## src/rtl/cfgs_pkg.sv

```systemverilog
package cfgs_pkg;
  typedef enum logic [2:0] {
    ST_IDLE,
    ST_ADDR,
    ST_ADDR_ACK,
    ST_RX,
    ST_RX_ACK,
    ST_TX,
    ST_TX_ACK
  } bus_state_e;
endpackage

```

## src/rtl/cfgs_sync.sv

```systemverilog
module cfgs_sync #(
  parameter int STAGES = 2
) (
  input  logic clk,
  input  logic rst_n,
  input  logic scl_in,
  input  logic sda_in,
  output logic scl_s,
  output logic sda_s,
  output logic scl_rise,
  output logic scl_fall,
  output logic start_det,
  output logic stop_det
);
  logic [STAGES-1:0] scl_pipe, sda_pipe;
  logic scl_prev, sda_prev;

  always_ff @(posedge clk or negedge rst_n) begin
    if (!rst_n) begin
      scl_pipe <= '1;
      sda_pipe <= '1;
      scl_prev <= 1'b1;
      sda_prev <= 1'b1;
    end else begin
      scl_pipe <= {scl_pipe[STAGES-2:0], scl_in};
      sda_pipe <= {sda_pipe[STAGES-2:0], sda_in};
      scl_prev <= scl_pipe[STAGES-1];
      sda_prev <= sda_pipe[STAGES-1];
    end
  end

  assign scl_s     = scl_pipe[STAGES-1];
  assign sda_s     = sda_pipe[STAGES-1];
  assign scl_rise  = scl_s && !scl_prev;
  assign scl_fall  = !scl_s && scl_prev;
  assign start_det = scl_s && scl_prev && sda_prev && !sda_s;
  assign stop_det  = scl_s && scl_prev && !sda_prev && sda_s;
endmodule

```

## src/rtl/cfgs_regfile.sv

```systemverilog
module cfgs_regfile #(
  parameter int NREG = 6,
  parameter int STRAP_W = 4,
  parameter logic [8*NREG-1:0] RST_IMAGE = 48'h0F_FF_FF_FF_FF_00,
  localparam int IW = $clog2(NREG),
  localparam int CW = $clog2(NREG + 3)
) (
  input  logic               clk,
  input  logic               rst_n,
  input  logic               wr_en,
  input  logic [IW-1:0]      wr_idx,
  input  logic [7:0]         wr_data,
  input  logic [CW-1:0]      rd_sel,
  output logic [7:0]         rd_byte,
  input  logic [STRAP_W-1:0] strap_in,
  output logic [8*NREG-1:0]  cfg_q
);
  logic [STRAP_W-1:0] strap_q;
  logic strap_taken;

  always_ff @(posedge clk or negedge rst_n) begin
    if (!rst_n) begin
      strap_q     <= '0;
      strap_taken <= 1'b0;
    end else if (!strap_taken) begin
      strap_q     <= strap_in;
      strap_taken <= 1'b1;
    end
  end

  for (genvar i = 0; i < NREG; i++) begin : g_reg
    localparam logic [7:0] KEEP = (i == NREG - 1) ? 8'((1 << (8 - STRAP_W)) - 1) : 8'hFF;
    logic [7:0] r;
    always_ff @(posedge clk or negedge rst_n) begin
      if (!rst_n) r <= RST_IMAGE[8*i +: 8] & KEEP;
      else if (wr_en && wr_idx == IW'(i)) r <= wr_data & KEEP;
    end
    assign cfg_q[8*i +: 8] = r;
  end

  always_comb begin
    rd_byte = 8'hFF;
    if (rd_sel == '0) begin
      rd_byte = 8'(NREG);
    end else if (rd_sel <= CW'(NREG)) begin
      rd_byte = cfg_q[8*(int'(rd_sel) - 1) +: 8];
      if (rd_sel == CW'(NREG)) rd_byte[7 -: STRAP_W] = strap_q;
    end
  end


  idle_hold_chk: assert property (@(posedge clk) disable iff (!rst_n)
    !wr_en |=> $stable(cfg_q));

  wr_range_chk: assert property (@(posedge clk) disable iff (!rst_n)
    wr_en |-> (int'(wr_idx) < NREG));

  strap_hold_chk: assert property (@(posedge clk) disable iff (!rst_n)
    strap_taken |=> $stable(strap_q));
endmodule

```

## src/rtl/cfgs_engine.sv

```systemverilog
module cfgs_engine
  import cfgs_pkg::*;
#(
  parameter int NREG = 6,
  parameter logic [6:0] DEV_ADDR = 7'h69,
  localparam int IW = $clog2(NREG),
  localparam int CW = $clog2(NREG + 3)
) (
  input  logic          clk,
  input  logic          rst_n,
  input  logic          sda_s,
  input  logic          scl_s,
  input  logic          scl_rise,
  input  logic          scl_fall,
  input  logic          start_det,
  input  logic          stop_det,
  output logic          sda_oe,
  output logic          wr_en,
  output logic [IW-1:0] wr_idx,
  output logic [7:0]    wr_data,
  output logic [CW-1:0] rd_sel,
  input  logic [7:0]    rd_byte
);
  bus_state_e state;
  logic [3:0]    bit_cnt;
  logic [7:0]    rx_sr, tx_sr;
  logic          rd_mode, host_ack;
  logic [CW-1:0] wr_cnt;

  always_ff @(posedge clk or negedge rst_n) begin
    if (!rst_n) begin
      state    <= ST_IDLE;
      bit_cnt  <= '0;
      rx_sr    <= '0;
      tx_sr    <= '0;
      rd_mode  <= 1'b0;
      host_ack <= 1'b0;
      wr_cnt   <= '0;
      rd_sel   <= '0;
      sda_oe   <= 1'b0;
      wr_en    <= 1'b0;
      wr_idx   <= '0;
      wr_data  <= '0;
    end else begin
      wr_en <= 1'b0;
      if (stop_det) begin
        state  <= ST_IDLE;
        sda_oe <= 1'b0;
      end else if (start_det) begin
        state   <= ST_ADDR;
        bit_cnt <= '0;
        wr_cnt  <= '0;
        rd_sel  <= '0;
        sda_oe  <= 1'b0;
      end else begin
        case (state)
          ST_ADDR, ST_RX: begin
            if (scl_rise && bit_cnt != 4'd8) begin
              rx_sr   <= {rx_sr[6:0], sda_s};
              bit_cnt <= bit_cnt + 4'd1;
            end else if (scl_fall && bit_cnt == 4'd8) begin
              bit_cnt <= '0;
              if (state == ST_ADDR) begin
                if (rx_sr[7:1] == DEV_ADDR) begin
                  rd_mode <= rx_sr[0];
                  state   <= ST_ADDR_ACK;
                  sda_oe  <= 1'b1;
                end else begin
                  state <= ST_IDLE;
                end
              end else begin
                state  <= ST_RX_ACK;
                sda_oe <= 1'b1;
                if (wr_cnt >= CW'(2) && (wr_cnt - CW'(2)) < CW'(NREG)) begin
                  wr_en   <= 1'b1;
                  wr_idx  <= IW'(wr_cnt - CW'(2));
                  wr_data <= rx_sr;
                end
                if (wr_cnt != '1) wr_cnt <= wr_cnt + CW'(1);
              end
            end
          end
          ST_ADDR_ACK: begin
            if (scl_fall) begin
              if (rd_mode) begin
                tx_sr   <= rd_byte;
                sda_oe  <= ~rd_byte[7];
                bit_cnt <= '0;
                if (rd_sel != '1) rd_sel <= rd_sel + CW'(1);
                state   <= ST_TX;
              end else begin
                sda_oe <= 1'b0;
                state  <= ST_RX;
              end
            end
          end
          ST_RX_ACK: begin
            if (scl_fall) begin
              sda_oe <= 1'b0;
              state  <= ST_RX;
            end
          end
          ST_TX: begin
            if (scl_fall) begin
              if (bit_cnt == 4'd7) begin
                sda_oe   <= 1'b0;
                bit_cnt  <= '0;
                host_ack <= 1'b0;
                state    <= ST_TX_ACK;
              end else begin
                bit_cnt <= bit_cnt + 4'd1;
                tx_sr   <= {tx_sr[6:0], 1'b0};
                sda_oe  <= ~tx_sr[6];
              end
            end
          end
          ST_TX_ACK: begin
            if (scl_rise) begin
              host_ack <= !sda_s;
            end else if (scl_fall) begin
              if (host_ack) begin
                tx_sr   <= rd_byte;
                sda_oe  <= ~rd_byte[7];
                bit_cnt <= '0;
                if (rd_sel != '1) rd_sel <= rd_sel + CW'(1);
                state   <= ST_TX;
              end else begin
                state <= ST_IDLE;
              end
            end
          end
          default: ;
        endcase
      end
    end
  end


  oe_low_phase_chk: assert property (@(posedge clk) disable iff (!rst_n)
    $rose(sda_oe) |-> !scl_s);

  stop_idle_chk: assert property (@(posedge clk) disable iff (!rst_n)
    stop_det |=> (state == ST_IDLE));

  idle_quiet_chk: assert property (@(posedge clk) disable iff (!rst_n)
    (state == ST_IDLE) |-> !sda_oe);

  wr_only_rx_chk: assert property (@(posedge clk) disable iff (!rst_n)
    wr_en |-> (state == ST_RX_ACK));
endmodule

```

## src/rtl/cfg_serial_slave.sv

```systemverilog
module cfg_serial_slave #(
  parameter int NREG = 6,
  parameter int STRAP_W = 4,
  parameter logic [6:0] DEV_ADDR = 7'h69,
  parameter logic [8*NREG-1:0] RST_IMAGE = 48'h0F_FF_FF_FF_FF_00
) (
  input  logic               clk,
  input  logic               rst_n,
  input  logic               scl_in,
  input  logic               sda_in,
  output logic               sda_oe,
  input  logic [STRAP_W-1:0] strap_in,
  output logic [8*NREG-1:0]  cfg_q
);
  localparam int IW = $clog2(NREG);
  localparam int CW = $clog2(NREG + 3);

  logic scl_s, sda_s, scl_rise, scl_fall, start_det, stop_det;
  logic wr_en;
  logic [IW-1:0] wr_idx;
  logic [7:0] wr_data, rd_byte;
  logic [CW-1:0] rd_sel;

  cfgs_sync #(.STAGES(2)) u_sync (
    .clk(clk), .rst_n(rst_n), .scl_in(scl_in), .sda_in(sda_in),
    .scl_s(scl_s), .sda_s(sda_s), .scl_rise(scl_rise), .scl_fall(scl_fall),
    .start_det(start_det), .stop_det(stop_det)
  );

  cfgs_engine #(.NREG(NREG), .DEV_ADDR(DEV_ADDR)) u_engine (
    .clk(clk), .rst_n(rst_n), .sda_s(sda_s), .scl_s(scl_s),
    .scl_rise(scl_rise), .scl_fall(scl_fall),
    .start_det(start_det), .stop_det(stop_det), .sda_oe(sda_oe),
    .wr_en(wr_en), .wr_idx(wr_idx), .wr_data(wr_data),
    .rd_sel(rd_sel), .rd_byte(rd_byte)
  );

  cfgs_regfile #(.NREG(NREG), .STRAP_W(STRAP_W), .RST_IMAGE(RST_IMAGE)) u_regs (
    .clk(clk), .rst_n(rst_n), .wr_en(wr_en), .wr_idx(wr_idx), .wr_data(wr_data),
    .rd_sel(rd_sel), .rd_byte(rd_byte), .strap_in(strap_in), .cfg_q(cfg_q)
  );
endmodule

```

## config.mk

```make
export PLATFORM = sky130hd
export DESIGN_NAME = cfg_serial_slave
export DESIGN_NICKNAME = d
export VERILOG_FILES = /design/src/rtl/cfgs_pkg.sv /design/src/rtl/cfgs_sync.sv /design/src/rtl/cfgs_regfile.sv /design/src/rtl/cfgs_engine.sv /design/src/rtl/cfg_serial_slave.sv
export SDC_FILE = /design/constraint.sdc
export NUM_CORES = 1
export LEC_CHECK = 0
export BUFFER_PORTS_ARGS = -buffer_cell sky130_fd_sc_hd__buf_4
export CORE_MARGIN = 2
export CORE_UTILIZATION = 45
export CTS_BUF_LIST = sky130_fd_sc_hd__clkbuf_4 sky130_fd_sc_hd__clkbuf_8
export DETAILED_ROUTE_END_ITERATION = 8
export HOLD_SLACK_MARGIN = 0.05
export PLACE_DENSITY = 0.71
export SLEW_MARGIN = 5
export SYNTH_ARGS = -nofsm -noshare
export SYNTH_HDL_FRONTEND = slang
export SYNTH_HIERARCHICAL = 1
export SYNTH_SLANG_ARGS = --single-unit
```

## constraint.sdc

```tcl
create_clock -name clk -period 3.55 [get_ports clk]
set_clock_uncertainty 0.1 [all_clocks]
set_input_delay 0.1775 -clock clk [delete_from_list [all_inputs] [get_ports clk]]
set_output_delay 0.1775 -clock clk [all_outputs]
set_load 0.005 [all_outputs]
```

==> results.sh, run 1 <==
export IMPL_outcome="finished with violations"
export IMPL_violations="design-rule violations"
export IMPL_num_vias=3693
export IMPL_yosys_warnings=6
export IMPL_postCtsSetupBuffers=0
export IMPL_dr_wl_met2_um=5480
export IMPL_synth_async_reset_ratio_pct=100
export IMPL_clk_latency_ns=0.37
export IMPL_numCtsBuffers=9
export IMPL_wl_um=11600
export IMPL_synth_adder_area_share_pct=2.34
export IMPL_final_hold_viol_count=0
export IMPL_die_area_um2=12800
export IMPL_vdd_drop_max_uv=257
export IMPL_ys_top_cells_by_count="mux2_2, dfrtp_1, dfstp_2"
export IMPL_row_count=39
export IMPL_slew_viol_final=0
export IMPL_syn_cell_area_um2=5340
export IMPL_tightestPinTransition_ns=1.00
export IMPL_critPathRequiredTime_ns=3.68
export IMPL_yosys_area_share_xor_xnor_pct=0.492
export IMPL_synth_area_leaders="dfrtp_1, dfstp_2, mux2_2"
export IMPL_cp_common_cell="o21ai_0"
export IMPL_overflow=0
export IMPL_fillers=998
export IMPL_critical_path_cell_chain="inv_1 -> ha_1 -> o21ai_0 -> a32oi_1 -> o21ai_0 -> o21ba_2 -> o21ai_0 -> o221ai_1 -> mux2i_1 -> nor3_1"
export IMPL_grt_pass1_wl_um=19200
export IMPL_power_w=0.00304
export IMPL_vias_per_cell=5.74
export IMPL_relSlewSlack_pct=33.2
export IMPL_synth_area_per_cell_um2=12.0
export IMPL_first_pass_iters=6
export IMPL_synth_edf_count=0
export IMPL_start_util_pct=46.4
export IMPL_final_design_area_no_fill_um2=6080
export IMPL_final_util_pct=52.8
export IMPL_fmax_mhz=356
export IMPL_path_clk_slew_ns=0.10
export IMPL_root_buffer="clkbuf_8"
export IMPL_cts_buffer_depth=2
export IMPL_rsz0062_at_grt="no"
export IMPL_core_area_um2=11500
export IMPL_synth_seq_cells=100
export IMPL_gp_congestion=0.869
export IMPL_cp_max_fo=11
export IMPL_routedWlPerCell_um=18.0
export IMPL_dr_wl_met3_um=493
export IMPL_drt_iter0_markers=199
export IMPL_criticalPathCategory="flop to flop"
export IMPL_ys_seq_area_share_pct=47.8
export IMPL_crit_arrival_ns=2.94
export IMPL_die_h_um=113
export IMPL_antenna_left=0
export IMPL_post_synth_top_area_cell="dfrtp_1"
export IMPL_ys_flop_type="dfrtp_1"
export IMPL_post_route_min_period_ns=2.81
export IMPL_grt_usage_pct=18.9
export IMPL_cap_viol_max_count=0
export IMPL_grt_start_max_net_pins=81
export IMPL_cts_tree="yes"
export IMPL_drive_above_1_share_pct=40.6
export IMPL_startpoint_type="flop"
export IMPL_drc=2
export IMPL_syn_to_final_growth_pct=13.8
export IMPL_n_antenna_cell=0
export IMPL_antenna_found_initial=0
export IMPL_top_layer="met4"
export IMPL_yosysTopAreaCellShare_pct=27.2
export IMPL_min_path_type="flop to flop"
export IMPL_synth_mux_area_share_pct=20.9
export IMPL_finalNetCount=513
export IMPL_end_kind="flop"
export IMPL_placed_area_um2=5790
export IMPL_io_pins=57
export IMPL_max_stage_delay_ns=0.56
export IMPL_synthMostInstantiatedCell="mux2_2"
export IMPL_wl_met1_um=5420
export IMPL_path_delay_family="compound AO/OA/AOI/OAI gates"
export IMPL_post_dp_hpwl_um=8020
export IMPL_min_period_over_period_pct=79.2
export IMPL_port_buffers=52
export IMPL_slowest_stage="o21ai_0"
export IMPL_ys_types=72
export IMPL_power_density_nw_per_um2=501
export IMPL_grt_pass1_vias=3624
export IMPL_synth_cells=444
export IMPL_cp_num_buf_inv=1
export IMPL_setup_viol=0
export IMPL_p_leak_nw=2.76
export IMPL_fin_tns_setup_ns=0
export IMPL_clock_sinks=100
export IMPL_yosys_area_share_simple_pct=13.2
export IMPL_synth_compound_area_share_pct=10.9
export IMPL_synth_top_family_by_area="multiplexers"
export IMPL_fp_dieW_um=113
export IMPL_htreeDepth=3
==> what timing repair did <==
| action | in CTS | in global routing |
|---|---|---|
| hold buffers | 7 | 0 |
| endpoints found under the hold margin | 56 | 0 |
| resized for setup | 0 | 0 |
==> routing by layer <==
| metal | vias to the layer above | global-route usage, % |
|---|---|---|
| met2 | 93 | 29.5 |
| li1 | 1724 | - |
| met1 | 1865 | 27.5 |
| met3 | 11 | 3.11 |
| met4 | 0 | 5.61 |
| met5 | - | 0 |
==> layout by cell type, fill, tap and decap left out, types with 6 or more instances in the layout <==
| cell type | synthesis | routed |
|---|---|---|
| mux2_2 | 63 | 63 |
| dfrtp_1 | 58 | 58 |
| buf_4 | 10 | 55 |
| dfstp_2 | 42 | 42 |
| o21ai_0 | 26 | 26 |
| nor2_1 | 22 | 22 |
| a21oi_1 | 21 | 21 |
| nand2_1 | 20 | 20 |
| inv_1 | 18 | 18 |
| mux2i_1 | 12 | 12 |
| nand2b_1 | 10 | 10 |
| ha_1 | 10 | 10 |
| clkbuf_8 | 0 | 9 |
| nor3_1 | 8 | 8 |
| nand3_1 | 8 | 8 |
| dlygate4sd3_1 | 0 | 7 |
| nor2b_1 | 7 | 7 |
| mux2_4 | 6 | 6 |
| or3_1 | 6 | 6 |
| a32oi_1 | 6 | 6 |
==> worst paths after layout <==
path,depth (start not counted),startpoint,slack [ns],to
worst max-delay path,10,u_engine/rd_sel[1],0.74,u_engine/sda_oe
worst min-delay path,0,u_sync/sda_pipe[0],0.26,u_sync/sda_pipe[1]
worst max register to register,10,u_engine/rd_sel[1],0.74,u_engine/sda_oe
worst min register to register,0,u_sync/sda_pipe[0],0.26,u_sync/sda_pipe[1]
max in group asynchronous,3,rst_n,2.06,u_regs/g_reg[2].r[0]
min in group asynchronous,2,rst_n,0.39,u_engine/bit_cnt[3]
==> per-stage QoR <==
step	instances	hold slack, ns	setup WS (ns)
CTS	643	0.262	0.774
finish	643	0.261	0.738
floorplan	447	-0.218	0.800
global placement	620	0.188	0.877
detailed placement	620	0.188	0.800
global route	643	0.266	0.443
==> power by group <==
| part | internal [W] | leakage [nW] | switching (W) | total [W] |
|---|---|---|---|---|
| clock | 0.000402 | 0.114 | 0.000402 | 0.000804 |
| sequential | 0.00126 | 1.20 | 0.000174 | 0.00143 |
| combinational | 0.000368 | 1.45 | 0.000440 | 0.000808 |
==> layout make-up <==
class | count | area [um^2] | share of cell area [%]
inverters | 18 | 67.6 | 1.11
well taps | 143 | 179 | 2.94
clock inverters | 7 | 96.3 | 1.58
repair buffers | 62 | 483 | 7.94
flip-flops and latches | 100 | 2550 | 42.0
clock buffers | 9 | 124 | 2.04
multi-input cells | 304 | 2580 | 42.4
==> logic make-up (layout without fill, tap and decap cells) <==
logic type | count (synthesis) | after routing
multiplexers | 89 | 89
buffers and inverters | 43 | 96
AO/OA/AOI/OAI | 84 | 84
AND/OR/NAND/NOR | 113 | 113
adder cells (fa/ha/maj) | 10 | 10
XOR/XNOR | 3 | 3
other | 2 | 5
flip-flops | 100 | 100
==> flip-flops by register name, summed over array words and instances (netlist names) <==
| register | flops |
|---|---|
| u_engine/host_ack | 1 |
| u_engine/rd_mode | 1 |
| u_engine/wr_idx | 3 |
| u_regs/strap_taken | 1 |
| u_engine/state | 3 |
| u_regs/strap_q | 4 |
| u_engine/bit_cnt | 4 |
| u_engine/sda_oe | 1 |
| u_sync/sda_pipe | 2 |
| u_sync/sda_prev | 1 |
| u_engine/wr_cnt | 4 |
| u_engine/tx_sr | 7 |
| u_regs/g.r | 44 |
| u_engine/rd_sel | 4 |
| u_sync/scl_prev | 1 |
| u_engine/wr_en | 1 |
| u_sync/scl_pipe | 2 |
| u_engine/wr_data | 8 |
| u_engine/rx_sr | 8 |
==> worst reg2reg max path, delay by kind of cell (launching register included) <==
family / cells / cell delay [ns]
buffers and inverters: 1 / 0.11
AO/OA/AOI/OAI: 6 / 1.42
flip-flops: 1 / 0.53
AND/OR/NAND/NOR: 1 / 0.06
adder cells (fa/ha/maj): 1 / 0.28
multiplexers: 1 / 0.17
No activity file was read; power rests on OpenSTA's default activity.
==> inputs of run 2 (changes only) <==
==> constraint.sdc (replaced) <==
create_clock -name clk -period 2.6 [get_ports clk]
set_clock_uncertainty 0.1 [all_clocks]
set_input_delay 0.13 -clock clk [delete_from_list [all_inputs] [get_ports clk]]
set_output_delay 0.13 -clock clk [all_outputs]
set_load 0.005 [all_outputs]
==> results.sh, run 2 (synthesized netlist as in run 1, its figures left out) <==
export IMPL_cts_buffer_depth=2
export IMPL_final_cells=659
export IMPL_grt_pass1_wl_um=19200
export IMPL_finalNetCount=529
export IMPL_numCtsBuffers=9
export IMPL_overflow=0
export IMPL_clk_latency_ns=0.38
export IMPL_post_dp_hpwl_um=8290
export IMPL_num_vias=3731
export IMPL_cp_common_cell="o21ai_0"
export IMPL_drc=1
export IMPL_core_area_um2=11500
export IMPL_startpoint_type="flop"
export IMPL_top_regs="u_regs/g.r (44), u_engine/rx_sr (8), u_engine/wr_data (8)"
export IMPL_wl_um=11600
export IMPL_path_clk_slew_ns=0.10
export IMPL_grt_usage_pct=19.1
export IMPL_r2r_slack_ns=0.18
export IMPL_slew_viol_final=0
export IMPL_outcome="finished with violations"
export IMPL_regMostFlops="u_regs/g.r"
export IMPL_drt_iter0_markers=207
export IMPL_fmax_mhz=413
export IMPL_io_pins=57
export IMPL_p_leak_nw=2.85
export IMPL_dr_wl_met2_um=5620
export IMPL_setup_viol=0
export IMPL_grt_pass1_vias=3751
export IMPL_first_pass_iters=8
export IMPL_final_design_area_no_fill_um2=6220
export IMPL_slowest_stage="ha_1"
export IMPL_cap_viol_max_count=0
export IMPL_antenna_left=0
export IMPL_vias_per_cell=5.66
export IMPL_final_cell_mix="buf_4, mux2_2, dfrtp_1"
export IMPL_post_route_min_period_ns=2.42
export IMPL_top_layer="met4"
export IMPL_power_density_nw_per_um2=692
export IMPL_relSlewSlack_pct=47.4
export IMPL_largest_reg_flops=44
export IMPL_row_count=39
export IMPL_final_hold_viol_count=0
export IMPL_critPathRequiredTime_ns=2.79
export IMPL_start_util_pct=46.4
export IMPL_die_area_um2=12800
export IMPL_root_buffer="clkbuf_8"
export IMPL_clock_sinks=100
export IMPL_cp_max_fo=9
export IMPL_htreeDepth=3
export IMPL_routedWlPerCell_um=17.6
export IMPL_n_antenna_cell=0
export IMPL_violations="design-rule violations"
export IMPL_criticalPathCategory="flop to flop"
export IMPL_drive_above_1_share_pct=42.4
export IMPL_tightestPinTransition_ns=0.784
export IMPL_crit_arrival_ns=2.61
export IMPL_min_period_over_period_pct=93.2
export IMPL_path_delay_family="compound AO/OA/AOI/OAI gates"
export IMPL_max_stage_delay_ns=0.48
export IMPL_vdd_drop_max_uv=346
export IMPL_antenna_found_initial=0
export IMPL_gp_congestion=0.829
export IMPL_rsz0062_at_grt="no"
export IMPL_die_h_um=113
export IMPL_min_path_type="input port to async pin"
export IMPL_final_util_pct=54.1
export IMPL_final_common_cell="buf_4"
export IMPL_fp_dieW_um=113
export IMPL_dr_wl_met3_um=538
export IMPL_syn_to_final_growth_pct=16.5
export IMPL_critical_path_cell_chain="inv_1 -> ha_1 -> mux4_1 -> a32oi_1 -> o21ai_0 -> o21ba_2 -> o21ai_0 -> o221ai_1 -> mux2i_1 -> nor3_1"
export IMPL_fin_tns_setup_ns=0
export IMPL_end_kind="flop"
export IMPL_grt_start_max_net_pins=66
export IMPL_cts_tree="yes"
export IMPL_timing_hold_ws_ns=0.146
export IMPL_wl_met1_um=5290
export IMPL_port_buffers=52
export IMPL_placed_area_um2=5920
export IMPL_cp_num_buf_inv=1
export IMPL_place_inst=636
-- run 2: cell types whose count changed in the layout (fill, tap and decap cells not counted), sizes merged --
cell,previous run,this run
buf,55,71
inv,21,20
clkinv,2,1
clkinvlp,0,1
clkbuf,9,10
-- run 2: area by class of cell --
| class | count | area, um^2 |
|---|---|---|
| Clock buffer | 10 | 138 |
| Clock inverter | 6 | 93.8 |
| Fill cell | 982 | 5290 |
| Inverter | 18 | 67.6 |
| Multi-Input combinational cell | 304 | 2580 |
| Sequential cell | 100 | 2550 |
| Tap cell | 143 | 179 |
| Timing Repair Buffer | 78 | 616 |
-- run 2: path summary, 6_finish.rpt --
path | startpoint | end | depth (start not counted)
worst max register to register | u_engine/rd_sel[1] | u_engine/sda_oe | 10
worst min register to register | u_sync/scl_pipe[0] | u_sync/scl_pipe[1] | 0
worst max-delay path | u_engine/rd_sel[1] | u_engine/sda_oe | 10
worst min-delay path | rst_n | u_regs/g_reg[0].r[6] | 2
max in group asynchronous | rst_n | u_sync/scl_prev | 3
min in group clk | u_sync/scl_pipe[0] | u_sync/scl_pipe[1] | 0
-- run 2: routing by layer --
layer / global-route usage (%) / vias to the layer above
met5: 0 / -
met2: 31.6 / 103
met3: 3.27 / 13
met1: 25.8 / 1865
met4: 6.34 / 0
li1: - / 1750
-- run 2: where the power goes --
| part | switching (W) | leakage, nW | internal, W |
|---|---|---|---|
| clock | 0.000564 | 0.113 | 0.000577 |
| sequential | 0.000176 | 1.20 | 0.00172 |
| combinational | 0.000687 | 1.53 | 0.000585 |
-- run 2: timing repair --
action | CTS | global route
buffers inserted | 0 | 0
hold endpoints to repair | 69 | 0
hold buffers | 7 | 0
gates resized for setup | 0 | 0
-- run 2: through the flow --
step / setup slack, ns / total power (W)
2_1_floorplan: 0.0564 / 0.00283
3_3_place_gp: 0.285 / 0.00313
3_5_place_dp: 0.184 / 0.00317
4_1_cts: 0.170 / 0.00434
5_1_grt: 0.00366 / 0.00456
6_report: 0.177 / 0.00431
==> inputs of run 3 (changes only) <==
--- a/config.mk
+++ b/config.mk
@@ -5,13 +5,14 @@
 export SDC_FILE = /design/constraint.sdc
 export NUM_CORES = 1
 export LEC_CHECK = 0
+export ABC_AREA = 1
 export BUFFER_PORTS_ARGS = -buffer_cell sky130_fd_sc_hd__buf_4
 export CORE_MARGIN = 2
 export CORE_UTILIZATION = 45
 export CTS_BUF_LIST = sky130_fd_sc_hd__clkbuf_4 sky130_fd_sc_hd__clkbuf_8
 export DETAILED_ROUTE_END_ITERATION = 8
 export HOLD_SLACK_MARGIN = 0.05
-export PLACE_DENSITY = 0.71
+export PLACE_DENSITY = 0.73
 export SLEW_MARGIN = 5
 export SYNTH_ARGS = -nofsm -noshare
 export SYNTH_HDL_FRONTEND = slang
==> constraint.sdc (replaced) <==
create_clock -name clk -period 2.1 [get_ports clk]
set_clock_uncertainty 0.1 [all_clocks]
set_input_delay 0.105 -clock clk [delete_from_list [all_inputs] [get_ports clk]]
set_output_delay 0.105 -clock clk [all_outputs]
set_load 0.005 [all_outputs]
==> results.sh, run 3 <==
export IMPL_outcome="completed"
export IMPL_num_vias=4770
export IMPL_grt_start_max_net_pins=39
export IMPL_n_antenna_cell=0
export IMPL_setup_viol=0
export IMPL_port_buffers=52
export IMPL_grt_pass1_vias=4540
export IMPL_numCtsBuffers=9
export IMPL_cap_viol_max_count=0
export IMPL_fmax_mhz=498
export IMPL_rsz0062_at_grt="yes"
export IMPL_antenna_found_initial=0
export IMPL_startpoint_type="flop"
export IMPL_clock_sinks=100
export IMPL_tightestPinTransition_ns=0.582
export IMPL_pwr_share_clk_pct=21.4
export IMPL_relSlewSlack_pct=61.1
export IMPL_gp_congestion=0.907
export IMPL_fillers=1118
export IMPL_criticalPathCategory="flop to flop"
export IMPL_ys_flop_type="dfrtp_1"
export IMPL_drt_iter0_markers=466
export IMPL_synth_edf_count=0
export IMPL_post_route_min_period_ns=2.01
export IMPL_synth_cells=706
export IMPL_die_area_um2=13000
export IMPL_critPathRequiredTime_ns=2.27
export IMPL_grt_usage_pct=21.2
export IMPL_slew_viol_final=0
export IMPL_wl_um=13000
export IMPL_largest_reg_flops=44
export IMPL_path_clk_slew_ns=0.09
export IMPL_final_cells=929
export IMPL_final_common_cell="nand2_1"
export IMPL_power_w=0.00708
export IMPL_p_leak_nw=3.02
export IMPL_fin_tns_setup_ns=0
export IMPL_synth_area_leaders="dfrtp_1, dfstp_2, nand2_1"
export IMPL_routedWlPerCell_um=14.0
export IMPL_finalNetCount=795
export IMPL_htreeDepth=3
export IMPL_post_synth_top_area_cell="dfrtp_1"
export IMPL_root_buffer="clkbuf_8"
export IMPL_row_count=40
export IMPL_p_comb_share_pct=44.9
export IMPL_synth_seq_cells=100
export IMPL_ys_top_cells_by_count="nand2_1, inv_1, nand3_1"
export IMPL_yosysTopAreaCellShare_pct=26.6
export IMPL_synth_area_per_cell_um2=7.72
export IMPL_drive_above_1_share_pct=22.6
export IMPL_crit_arrival_ns=2.18
export IMPL_final_cell_mix="nand2_1, inv_1, buf_4"
export IMPL_place_inst=906
export IMPL_ys_types=41
export IMPL_syn_cell_area_um2=5450
export IMPL_intPower_w=0.00417
export IMPL_syn_to_final_growth_pct=18.0
export IMPL_synth_async_reset_ratio_pct=100
export IMPL_vias_per_cell=5.13
export IMPL_post_dp_hpwl_um=9830
export IMPL_synthMostInstantiatedCell="nand2_1"
export IMPL_top_regs="u_regs/g.r (44), u_engine/rx_sr (8), u_engine/wr_data (8)"
export IMPL_cp_max_fo=6
export IMPL_io_pins=57
export IMPL_first_pass_iters=5
export IMPL_yosys_warnings=6
export IMPL_min_path_type="input port to async pin"
export IMPL_power_density_nw_per_um2=1100
export IMPL_ys_seq_area_share_pct=46.9
export IMPL_swShare_pct=41.1
export IMPL_vdd_drop_max_uv=533
export IMPL_overflow=0
export IMPL_power_switching_w=0.00291
export IMPL_fp_dieW_um=114
export IMPL_min_period_over_period_pct=95.6
export IMPL_end_kind="flop"
export IMPL_clk_latency_ns=0.37
export IMPL_start_util_pct=45.7
export IMPL_final_util_pct=54.0
export IMPL_regMostFlops="u_regs/g.r"
export IMPL_postCtsSetupBuffers=0
export IMPL_core_area_um2=11900
export IMPL_cts_buffer_depth=2
export IMPL_drc=0
export IMPL_p_seq_share_pct=33.7
export IMPL_cts_tree="yes"
export IMPL_grt_pass1_wl_um=21900
export IMPL_final_hold_viol_count=0
export IMPL_antenna_left=0
export IMPL_die_h_um=114
==> run 3: layer usage <==
| metal | wire [um] | global-route usage [%] |
|---|---|---|
| met3 | 685 | 5.31 |
| met4 | 237 | 6.83 |
| met2 | 6060 | 33.6 |
| met1 | 5970 | 28.7 |
| met5 | 0 | 0 |
==> run 3: what timing repair did <==
action                                 4_1_cts  5_1_grt
hold buffers                                 7        0
setup endpoints to repair                    0        9
endpoints found under the hold margin       70        0
gates resized for setup                      0        4
==> run 3: metrics by stage <==
stage / instance area (um^2) / worst slack, ns / hold slack (ns)
6_report: 6430 / 0.0930 / 0.0753
5_1_grt: 6430 / -0.0376 / 0.114
4_1_cts: 6420 / 0.0879 / 0.0685
3_5_place_dp: 6090 / 0.109 / -0.0531
3_3_place_gp: 6090 / 0.0914 / -0.0544
2_1_floorplan: 5480 / 0.0125 / -0.291
==> run 3: cell families (layout without fill, tap and decap cells) <==
group / Yosys count / in the layout / synth area share [%]
xor gates and xnor gates: 3 / 3 / 0.620
and+or+nand+nor: 377 / 377 / 30.4
AOI/OAI and AO/OA: 109 / 109 / 10.8
other: 2 / 5 / 0.138
adders and majority gates: 10 / 10 / 2.30
muxes: 4 / 4 / 0.827
buffers and inverters: 101 / 174 / 7.99
DFF: 100 / 100 / 46.9
==> run 3: worst max-delay path: stages, from the launching register on <==
cell	delay [ns]
dfrtp_1	0.37
inv_2	0.06
ha_1	0.38
buf_4	0.19
nand3_1	0.08
nand3_1	0.10
nand3_1	0.12
a21oi_1	0.16
o21ai_0	0.10
nand2_1	0.07
nand2_1	0.05
nand3_1	0.09
nand2_1	0.06
==> run 3: worst paths after layout <==
check	slack [ns]	to	cells past startpoint	startpoint
setup / recovery	0.09	u_engine/sda_oe	12	u_engine/rd_sel[0]
hold / removal	0.08	u_engine/wr_data[5]	2	rst_n
setup reg to reg	0.09	u_engine/sda_oe	12	u_engine/rd_sel[0]
hold reg to reg	0.26	u_sync/sda_pipe[1]	0	u_sync/sda_pipe[0]
max in group asynchronous	1.19	u_regs/g_reg[4].r[4]	3	rst_n
min in group clk	0.26	u_sync/sda_pipe[1]	0	u_sync/sda_pipe[0]
==> run 3: cell type report <==
| cell class | instances | area (um^2) | area share, % |
|---|---|---|---|
| sequential | 100 | 2550 | 39.8 |
| multi-input combinational | 508 | 2480 | 38.5 |
| timing repair buffer | 79 | 648 | 10.1 |
| inverter | 79 | 304 | 4.73 |
| tap | 147 | 184 | 2.86 |
| clock buffer | 12 | 165 | 2.57 |
| clock inverter | 4 | 93.8 | 1.46 |
==> run 3: power by group through the flow <==
stage          combinational (W)  sequential (W)  clock [W]
5_1_grt                  0.00359         0.00242    0.00165
6_report                 0.00318         0.00238    0.00152
3_3_place_gp             0.00304         0.00241          0
2_1_floorplan            0.00243         0.00234          0
3_5_place_dp             0.00313         0.00241          0
4_1_cts                  0.00314         0.00238    0.00157
